==> src/rtl/scsi_cmd_pkg.sv <==
package scsi_cmd_pkg;
  localparam int unsigned REG_W   = 8;
  localparam int unsigned ADDR_W  = 4;
  localparam int unsigned CNT_W   = 2 * REG_W;
  localparam int unsigned LEN_W   = CNT_W + 1;
  localparam int unsigned OP_W    = REG_W - 1;
  localparam int unsigned DMA_BIT = REG_W - 1;
  localparam int unsigned ST_TC   = 4;
  localparam int unsigned QUIET_BIT = 6;

  localparam logic [ADDR_W-1:0] A_CNT_LO  = 4'h0;
  localparam logic [ADDR_W-1:0] A_CNT_MID = 4'h1;
  localparam logic [ADDR_W-1:0] A_CMD     = 4'h3;
  localparam logic [ADDR_W-1:0] A_CFG     = 4'h8;

  localparam logic [REG_W-1:0] INT_FC  = 8'h08;
  localparam logic [REG_W-1:0] INT_BS  = 8'h10;
  localparam logic [REG_W-1:0] INT_DC  = 8'h20;
  localparam logic [REG_W-1:0] INT_RST = 8'h80;
  localparam logic [2:0]       PH_MSG_IN = 3'h7;

  typedef enum logic [OP_W-1:0] {
    OP_NOP      = 7'h00, OP_FLUSH    = 7'h01, OP_CHIP_RST = 7'h02,
    OP_BUS_RST  = 7'h03, OP_XFER     = 7'h10, OP_RESP     = 7'h11,
    OP_MSG_OK   = 7'h12, OP_PAD      = 7'h18, OP_ATN      = 7'h1A,
    OP_SEL      = 7'h41, OP_SEL_ATN  = 7'h42, OP_SEL_STOP = 7'h43,
    OP_SEL_EN   = 7'h44
  } op_e;

  typedef struct packed {
    logic flush, chip_rst, bus_rst, xfer, resp, msg_ok, pad, sel, sel_atn, sel_stop, sel_en;
  } dec_t;

  typedef struct packed {
    logic chip_rst, xfer, sel, sel_atn, sel_stop, resp, illegal;
  } strb_t;

  typedef struct packed {
    logic [REG_W-2:0] stat;
    logic [REG_W-1:0] intr;
    logic [REG_W-1:0] rd_lo, rd_mid, wr_lo, wr_mid;
    logic quiet, dma, irq;
  } regs_t;

  localparam regs_t REGS_RST = '0;
endpackage

==> src/rtl/scsi_cmd_opdec.sv <==
module scsi_cmd_opdec
  import scsi_cmd_pkg::*;
(
  input  logic [OP_W-1:0] op_i,
  output dec_t            dec_o,
  output logic            legal_o
);
  always_comb begin
    dec_o   = '0;
    legal_o = 1'b1;
    case (op_i)
      OP_NOP, OP_ATN: ;
      OP_FLUSH:    dec_o.flush    = 1'b1;
      OP_CHIP_RST: dec_o.chip_rst = 1'b1;
      OP_BUS_RST:  dec_o.bus_rst  = 1'b1;
      OP_XFER:     dec_o.xfer     = 1'b1;
      OP_RESP:     dec_o.resp     = 1'b1;
      OP_MSG_OK:   dec_o.msg_ok   = 1'b1;
      OP_PAD:      dec_o.pad      = 1'b1;
      OP_SEL:      dec_o.sel      = 1'b1;
      OP_SEL_ATN:  dec_o.sel_atn  = 1'b1;
      OP_SEL_STOP: dec_o.sel_stop = 1'b1;
      OP_SEL_EN:   dec_o.sel_en   = 1'b1;
      default:     legal_o        = 1'b0;
    endcase
  end
endmodule

==> src/rtl/scsi_cmd_len.sv <==
module scsi_cmd_len #(
  parameter int unsigned CW = 16
) (
  input  logic [CW-1:0] cnt_i,
  output logic [CW:0]   len_o
);
  localparam logic [CW:0] FULL = {1'b1, {CW{1'b0}}};
  assign len_o = (cnt_i == '0) ? FULL : {1'b0, cnt_i};
endmodule

==> src/rtl/scsi_cmd_state.sv <==
module scsi_cmd_state
  import scsi_cmd_pkg::*;
(
  input  logic             clk_i,
  input  logic             rst_ni,
  input  logic             cnt_lo_we_i,
  input  logic             cnt_mid_we_i,
  input  logic             cfg_we_i,
  input  logic             cmd_we_i,
  input  logic [REG_W-1:0] wdata_i,
  input  dec_t             dec_i,
  input  logic             legal_i,
  input  logic             dma_done_i,
  input  logic [LEN_W-1:0] len_i,
  output logic [CNT_W-1:0] cnt_eff_o,
  output regs_t            regs_o,
  output logic [LEN_W-1:0] len_o,
  output strb_t            strb_o
);
  regs_t            q, nx;
  logic [LEN_W-1:0] len_q, len_nx;
  strb_t            st_q, st_nx;
  logic             dma_bit;

  assign dma_bit = wdata_i[DMA_BIT];

  // count seen by a transfer command: reloaded copy, or readable copy after any completion
  always_comb begin
    if (dma_bit)         cnt_eff_o = {q.wr_mid, q.wr_lo};
    else if (dma_done_i) cnt_eff_o = '0;
    else                 cnt_eff_o = {q.rd_mid, q.rd_lo};
  end

  always_comb begin
    nx     = q;
    len_nx = len_q;
    st_nx  = '0;
    if (dma_done_i) begin
      nx.stat[ST_TC] = 1'b1;
      nx.intr        = INT_BS;
      nx.rd_lo       = '0;
      nx.rd_mid      = '0;
      nx.irq         = 1'b1;
    end
    if (cnt_lo_we_i) begin
      nx.wr_lo       = wdata_i;
      nx.stat[ST_TC] = 1'b0;
    end
    if (cnt_mid_we_i) begin
      nx.wr_mid      = wdata_i;
      nx.stat[ST_TC] = 1'b0;
    end
    if (cfg_we_i) nx.quiet = wdata_i[QUIET_BIT];
    if (cmd_we_i) begin
      if (!legal_i) begin
        st_nx.illegal = 1'b1;
      end else if (dec_i.chip_rst) begin
        nx             = REGS_RST;
        len_nx         = '0;
        st_nx.chip_rst = 1'b1;
      end else begin
        nx.dma = dma_bit;
        if (dma_bit) begin
          nx.rd_lo  = q.wr_lo;
          nx.rd_mid = q.wr_mid;
        end
        if (dec_i.flush) nx.intr = INT_FC;
        if (dec_i.bus_rst) begin
          nx.intr = INT_RST;
          if (!q.quiet) nx.irq = 1'b1;
        end
        if (dec_i.xfer) begin
          if (dma_bit) nx.stat[ST_TC] = 1'b0;
          len_nx     = len_i;
          st_nx.xfer = 1'b1;
        end
        if (dec_i.resp) begin
          nx.intr      = INT_FC;
          nx.stat[2:0] = PH_MSG_IN;
          st_nx.resp   = 1'b1;
        end
        if (dec_i.msg_ok) begin
          nx.intr = INT_DC;
          nx.irq  = 1'b1;
        end
        if (dec_i.pad) begin
          nx.stat = 7'h10;
          nx.intr = INT_FC;
        end
        if (dec_i.sel_en) nx.intr = '0;
        st_nx.sel      = dec_i.sel;
        st_nx.sel_atn  = dec_i.sel_atn;
        st_nx.sel_stop = dec_i.sel_stop;
      end
    end
  end

  always_ff @(posedge clk_i or negedge rst_ni) begin
    if (!rst_ni) begin
      q     <= REGS_RST;
      len_q <= '0;
      st_q  <= '0;
    end else begin
      q     <= nx;
      len_q <= len_nx;
      st_q  <= st_nx;
    end
  end

  assign regs_o = q;
  assign len_o  = len_q;
  assign strb_o = st_q;
endmodule

==> src/rtl/scsi_cmd_dec.sv <==
module scsi_cmd_dec
  import scsi_cmd_pkg::*;
(
  input  logic              clk_i,
  input  logic              rst_ni,
  input  logic              wr_en_i,
  input  logic [ADDR_W-1:0] wr_addr_i,
  input  logic [REG_W-1:0]  wr_data_i,
  input  logic              dma_done_i,
  output logic [REG_W-1:0]  status_o,
  output logic [REG_W-1:0]  intr_o,
  output logic [REG_W-1:0]  cnt_lo_o,
  output logic [REG_W-1:0]  cnt_mid_o,
  output logic              dma_mode_o,
  output logic              irq_o,
  output logic [LEN_W-1:0]  xfer_len_o,
  output logic              chip_rst_o,
  output logic              xfer_start_o,
  output logic              sel_o,
  output logic              sel_atn_o,
  output logic              sel_stop_o,
  output logic              resp_o,
  output logic              illegal_o
);
  dec_t             dec;
  logic             legal;
  logic [CNT_W-1:0] cnt_eff;
  logic [LEN_W-1:0] len_eff;
  regs_t            regs;
  strb_t            strb;

  scsi_cmd_opdec u_opdec (
    .op_i    (wr_data_i[OP_W-1:0]),
    .dec_o   (dec),
    .legal_o (legal)
  );

  scsi_cmd_len #(.CW(CNT_W)) u_len (
    .cnt_i (cnt_eff),
    .len_o (len_eff)
  );

  scsi_cmd_state u_state (
    .clk_i        (clk_i),
    .rst_ni       (rst_ni),
    .cnt_lo_we_i  (wr_en_i && wr_addr_i == A_CNT_LO),
    .cnt_mid_we_i (wr_en_i && wr_addr_i == A_CNT_MID),
    .cfg_we_i     (wr_en_i && wr_addr_i == A_CFG),
    .cmd_we_i     (wr_en_i && wr_addr_i == A_CMD),
    .wdata_i      (wr_data_i),
    .dec_i        (dec),
    .legal_i      (legal),
    .dma_done_i   (dma_done_i),
    .len_i        (len_eff),
    .cnt_eff_o    (cnt_eff),
    .regs_o       (regs),
    .len_o        (xfer_len_o),
    .strb_o       (strb)
  );

  assign status_o     = {regs.irq, regs.stat};
  assign intr_o       = regs.intr;
  assign cnt_lo_o     = regs.rd_lo;
  assign cnt_mid_o    = regs.rd_mid;
  assign dma_mode_o   = regs.dma;
  assign irq_o        = regs.irq;
  assign chip_rst_o   = strb.chip_rst;
  assign xfer_start_o = strb.xfer;
  assign sel_o        = strb.sel;
  assign sel_atn_o    = strb.sel_atn;
  assign sel_stop_o   = strb.sel_stop;
  assign resp_o       = strb.resp;
  assign illegal_o    = strb.illegal;
endmodule

==> config.mk <==
export PLATFORM = sky130hd
export DESIGN_NAME = scsi_cmd_dec
export DESIGN_NICKNAME = d
export VERILOG_FILES = /design/src/rtl/scsi_cmd_pkg.sv /design/src/rtl/scsi_cmd_opdec.sv /design/src/rtl/scsi_cmd_len.sv /design/src/rtl/scsi_cmd_state.sv /design/src/rtl/scsi_cmd_dec.sv
export SDC_FILE = /design/constraint.sdc
export NUM_CORES = 1
export LEC_CHECK = 0
export BUFFER_PORTS_ARGS = -buffer_cell sky130_fd_sc_hd__buf_2
export CAP_MARGIN = 5
export CORE_ASPECT_RATIO = 0.6
export CORE_MARGIN = 2
export CORE_UTILIZATION = 35
export CTS_BUF_LIST = sky130_fd_sc_hd__clkbuf_8
export CTS_CLUSTER_DIAMETER = 50
export DETAILED_ROUTE_END_ITERATION = 8
export PLACE_DENSITY = 0.56
export SLEW_MARGIN = 15
export SYNTH_ARGS = -nofsm -noshare
export SYNTH_HDL_FRONTEND = slang
export SYNTH_HIERARCHICAL = 1
export SYNTH_SLANG_ARGS = --single-unit
==> constraint.sdc <==
create_clock -name clk_i -period 1.3 [get_ports clk_i]
set_input_delay 0.195 -clock clk_i [delete_from_list [all_inputs] [get_ports clk_i]]
set_output_delay 0.195 -clock clk_i [all_outputs]
set_load 0.01 [all_outputs]
==> results of run 1 <==
layout make-up:
cell class | instances | area (um2) | area share
repair buffers | 173 | 1324 | 0.2666
multi-input cells | 210 | 1556 | 0.3135
inverters | 1 | 3.754 | 0.0007560
clock inverters | 5 | 57.56 | 0.01159
flip-flops and latches | 69 | 1727 | 0.3478
clock buffers | 11 | 151.4 | 0.03049
well taps | 116 | 145.1 | 0.02923
worst min-delay path by stage:
stage	slack [ns]	from	to	cells past startpoint
after global routing	0.11	wr_data_i[5]	u_state/regs_o[16]$_DFF_PN0_	3
after detailed placement	0.25	rst_ni	u_state/regs_o[20]$_DFF_PN0_	2
after floorplan	-0.10	rst_ni	u_state/len_o[0]$_DFFE_PN0P_	0
after global placement	0.25	rst_ni	u_state/regs_o[20]$_DFF_PN0_	2
after CTS	0.14	wr_data_i[5]	u_state/regs_o[16]$_DFF_PN0_	3
final	0.1	wr_data_i[5]	u_state/regs_o[16]$_DFF_PN0_	3
flip-flops by register name, summed over array words and instances (netlist names):
register / flops
u_state/len_o: 17
u_state/strb_o: 7
u_state/regs_o: 45
power breakdown:
| part | internal, mW | switching [mW] | leakage (nW) |
|---|---|---|---|
| logic | 0.395 | 0.401 | 1.39 |
| registers | 2.27 | 0.0744 | 0.920 |
| clock network | 0.994 | 0.863 | 0.110 |
| total | 3.66 | 1.34 | 2.42 |
kinds of logic after synthesis:
logic type | count (synthesis) | share of synthesized area
compound gates | 67 | 0.1450
flops | 69 | 0.5267
mux | 17 | 0.05191
simple gates | 123 | 0.2168
other cells | 1 | 0.001144
buf+inv | 41 | 0.05839
layer usage:
| metal | track usage | part of all wire | vias up |
|---|---|---|---|
| li1 | - | - | 1390 |
| met1 | 0.3162 | 0.52 | 1446 |
| met2 | 0.2545 | 0.40 | 110 |
| met3 | 0.05458 | 0.066 | 12 |
| met4 | 0.06196 | 0.014 | 0 |
| met5 | 0 | 0 | - |
layout by cell type (no fill, tap or decap), types with 2 or more instances in the layout:
cell       synthesis  routed
a21oi_1            6       5
a22o_1            18      18
and2_1             6       4
and2_4             0       2
buf_12             0       5
buf_2              3      61
buf_4              7      88
buf_6              1      14
clkbuf_16          0       3
clkbuf_8           0      11
clkinv_2           0       2
conb_1             1       3
dfrtp_1           69      69
mux2i_1           17      17
nand2_1           19      19
nand2b_1          22      20
nand2b_4           1       3
nand3_1            3       2
nand3b_1           2       2
nor2_1            39      32
nor2_2             0       5
nor2_4             0       2
nor2b_1            3       2
nor3_2             0       3
nor3b_2            0       4
nor4_1             6       2
nor4_2             1       4
nor4_4             1       2
o21ai_0           18      14
o21ai_1            4       5
o21ai_2            0       3
o22ai_2            0       2
o2bb2ai_1         16      16
stage by stage:
stage / setup TNS, ns / setup slack, ns / cells
3_3_place_gp: -25.42 / -0.4777 / 553
4_1_cts: -0.1293 / -0.08050 / 572
3_5_place_dp: -26.10 / -0.4891 / 553
6_report: -0.6320 / -0.09256 / 585
2_1_floorplan: -9.502 / -0.4084 / 320
5_1_grt: -1.976 / -0.1884 / 585
critical path: stages, from the launching register on:
cell and delay [ns]:
dfrtp_1 0.38, nand2b_1 0.11, o21ai_2 0.08, nor4_2 0.29, buf_4 0.17, and4_1 0.16, a22o_1 0.14
timing repair:
| action | in CTS | in global routing |
|---|---|---|
| endpoints found under the setup margin | 22 | 61 |
| buffers inserted | 1 | 10 |
| hold endpoints to repair | 69 | 0 |
| pin swaps | 5 | 22 |
| resized for setup | 20 | 50 |
| gates cloned | 1 | 4 |
| hold buffers | 1 | 0 |
==> results.cfg, run 1 <==
[global_routing]
grt_remaining_overflow = 0
antenna_found_initial = 0
grt_max_degree = 70
grt.total_usage = 0.1990
first_global_vias = 2880
grt_pass1_wl_um = 15210

[outcome]
violations = setup timing
status = finished, violations left

[placement]
hpwl_um = 6850
globalplace.congestion = 0.8223
place_area_um2 = 4317
port_buffers = 70

[cts]
clk_pin_slew_ns = 0.08
cts_tree = done
cts-root-buf = clkbuf_8
clk_latency_ns = 0.36
ctsHtreeMaxLevel = 3
cts_made_buffers = 9
cts.path.max_buffers = 2
clock_sinks = 69

[synth]
yosysMostFrequentCell = dfrtp_1
synth_seq_area_share = 0.5267
synth_ff_type = dfrtp_1
synth_seq_cells = 69
synth_area_per_cell_um2 = 10.31
synthArstFlopShare = 1.000
yosys-top-cells-area = dfrtp_1, mux2i_1, a22o_1
synth_top_cell_by_area = dfrtp_1
synth_edf_count = 0
netlist_top_cells_count = dfrtp_1, nor2_1, clkbuf_1
synth_area_um2 = 3278
synth_top_area_frac = 0.5267
yosysWarnings = 6
synth_cells = 318
yosysUniqueCellTypes = 40

[layout]
layout-drive-gt1-share = 0.4904
syn_to_final_growth_pct = 51.45
final_util = 0.5443
finalNetCount = 480
fin_area_um2 = 4965
insertedDiodeCount = 0
fillers = 817

[critical_path]
crit_type = flip-flop to flip-flop
crit_end = u_state/len_o[16]$_DFFE_PN0P_
ff2ff_setup_slack_ns = -0.09
reg2reg_depth = 6
worstReg2RegEnd = u_state/len_o[16]$_DFFE_PN0P_
arrival_ns = 1.70
crit_start = u_state/regs_o[23]$_DFF_PN0_
critPathMaxFanout = 2
r2r-start = u_state/regs_o[23]$_DFF_PN0_
worstPathRequired_ns = 1.60
endpoint_kind = flip-flop
startpoint_type = flip-flop

[routing]
routedWlPerCell_um = 17.34
drtPass1Iterations = 5
antenna_left = 0
routed_via_density = 5.056
drc = 0
wl_um = 10150
drtIter0Drc = 155
vias = 2958

[sta]
drv_slew = 0
period_needed_ns = 1.393
holdWs_ns = 0.09834
setup_viol = 33
finalHoldViolCount = 0
setup_ws_ns = -0.09256
min_period_over_period = 1.071
rsz0062_at_grt = yes
clock_skew_ns = 0.008092
fmax_mhz = 718.1

[floorplan]
die_area_um2 = 10180
start_util = 0.3594
num_rows = 27
die_h_um = 78.97
core_um2 = 9121
die_w_um = 128.9
io_pins = 74

[power]
p_leak_nw = 2.425
total_power_mw = 5.001
power_density_nw_per_um2 = 1007
peakVddDrop_v = 0.0005057

[flow_run]
cap_violations = 0

[hold_path]
hold_class = input pin to flip-flop
No activity file was read; power rests on OpenSTA's default activity.
==> run 2, diff against run 1 <==
- CORE_UTILIZATION: 35 -> 45
- PLACE_DENSITY: 0.56 -> 0.69
==> results.cfg, run 2 (synthesis results as in run 1) <==
[critical_path]
path_buf_inv = 0
endpoint_kind = flip-flop
startpoint_type = flip-flop
worstReg2RegEnd = u_state/len_o[16]$_DFFE_PN0P_
crit_type = flip-flop to flip-flop
worstPathRequired_ns = 1.61
slowest_stage = nor4_1
critPathMaxFanout = 2
arrival_ns = 1.91
r2r-start = u_state/regs_o[26]$_DFF_PN0_
max_stage_delay_ns = 0.43
crit_family = simple AND/OR/NAND/NOR gates
ff2ff_setup_slack_ns = -0.30
path_cells = nand2b_1, o21ai_0, nor4_1, and4_1, a22o_1
reg2reg_depth = 5

[floorplan]
num_rows = 24
core_um2 = 7147
die_area_um2 = 8006
start_util = 0.4587
die_h_um = 70.11
io_pins = 74
die_w_um = 114.2

[sta]
rsz0062_at_grt = yes
min_period_over_period = 1.229
setup_ws_ns = -0.2983
drv_slew = 0
fmax_mhz = 625.7
setup_tns_ns = -7.744
finalHoldViolCount = 0
setup_viol = 68
clock_skew_ns = 0.009968
period_needed_ns = 1.598

[routing]
antenna_left = 0
drtPass1Iterations = 5
vias = 3286
routedWlPerCell_um = 21.62
wl_um = 12260
routed_via_density = 5.795
drc = 0
drtIter0Drc = 322

[layout]
final_common_cell = buf_4
largest_reg_flops = 45
multi_input_area_um2 = 1929
regArea_um2 = 1727
most-common-layout-cells = buf_4, dfrtp_1, buf_2, buf_6, nand2b_1
syn_to_final_growth_pct = 64.85
layout-drive-gt1-share = 0.5882
insertedDiodeCount = 0
finalNetCount = 487
fillers = 422

[placement]
globalplace.congestion = 0.8649
hpwl_um = 6587
port_buffers = 70
post-place-ws_ns = -0.5905

[cts]
cts_made_buffers = 9
cts_tree = done
cts.path.max_buffers = 2
clk_latency_ns = 0.37
ctsHtreeMaxLevel = 3
clk_pin_slew_ns = 0.08
cts-root-buf = clkbuf_8
clock_sinks = 69

[global_routing]
grt_pass1_wl_um = 16530
grt.total_usage = 0.2769
grt_max_degree = 70
antenna_found_initial = 0
first_global_vias = 3043
grt_remaining_overflow = 0

[power]
peakVddDrop_v = 0.0008703
p_leak_nw = 2.546
total_power_mw = 4.969
power_density_nw_per_um2 = 919.5

[hold_path]
min_path_cells = 4
hold_class = input pin to flip-flop
hp-start = wr_data_i[6]
holdPathEnd = u_state/regs_o[17]$_DFF_PN0_

[outcome]
violations = setup timing
status = finished, violations left

[flow_run]
cap_violations = 0
run 2: cell types whose count changed in the layout (fill, tap and decap cells not counted), moves of 6 or more:
cell       delta
and2_4        +6
buf_4        -13
buf_6         +7
nor2_1       -19
nor2_4       +14
o2bb2ai_1    -14
o2bb2ai_2     +9
run 2: stage by stage:
stage | cells | area [um2] | utilization | hold WS [ns]
final | 567 | 5404 | 0.7561 | 0.2574
after detailed placement | 519 | 4230 | 0.5919 | 0.2488
after global placement | 519 | 4230 | 0.5919 | 0.2449
after floorplan | 320 | 3342 | - | -0.1006
after global routing | 567 | 5404 | 0.7561 | 0.2662
after CTS | 557 | 4883 | 0.6833 | 0.1669
run 2: cell type report:
class	count	area share
clock buffer	9	0.02292
clock inverter	7	0.008104
inverter	1	0.0006946
multi-input combinational	213	0.3570
sequential	69	0.3195
tap	91	0.02107
timing repair buffer	177	0.2707
run 2: per-layer routing:
layer | up-vias | part of all wire | global-route usage
met4 | 0 | 0.025 | 0.07317
met3 | 37 | 0.13 | 0.1050
met2 | 211 | 0.43 | 0.3710
met1 | 1627 | 0.42 | 0.4172
met5 | - | 0 | 0
li1 | 1411 | - | -
run 2: worst max path at each step:
stage	depth (start not counted)	start	endpoint
2_1_floorplan	8	wr_data_i[6]	u_state/len_o[4]$_DFFE_PN0P_
3_3_place_gp	8	wr_data_i[4]	u_state/len_o[8]$_DFFE_PN0P_
3_5_place_dp	8	wr_data_i[4]	u_state/len_o[13]$_DFFE_PN0P_
4_1_cts	6	u_state/regs_o[33]$_DFF_PN0_	u_state/len_o[16]$_DFFE_PN0P_
5_1_grt	5	u_state/regs_o[22]$_DFF_PN0_	u_state/len_o[16]$_DFFE_PN0P_
6_report	5	u_state/regs_o[26]$_DFF_PN0_	u_state/len_o[16]$_DFFE_PN0P_
run 2: report_power, final:
group | total, mW | leakage (nW) | switching (mW) | internal (mW)
sequential | 2.36 | 0.920 | 0.0876 | 2.27
combinational | 1.06 | 1.54 | 0.553 | 0.503
clock | 1.55 | 0.0901 | 0.870 | 0.680
run 2: what timing repair did:
item	CTS	global route
buffers inserted	14	14
gates cloned	8	2
endpoints found under the hold margin	69	0
hold buffers	1	0
resized for setup	63	105
pin swaps	28	47
endpoints found under the setup margin	67	68
run 2: worst reg2reg max path: stages (launching register included):
cell and delay [ns]:
dfrtp_1 0.38, nand2b_1 0.12, o21ai_0 0.18, nor4_1 0.43, and4_1 0.30, a22o_1 0.14
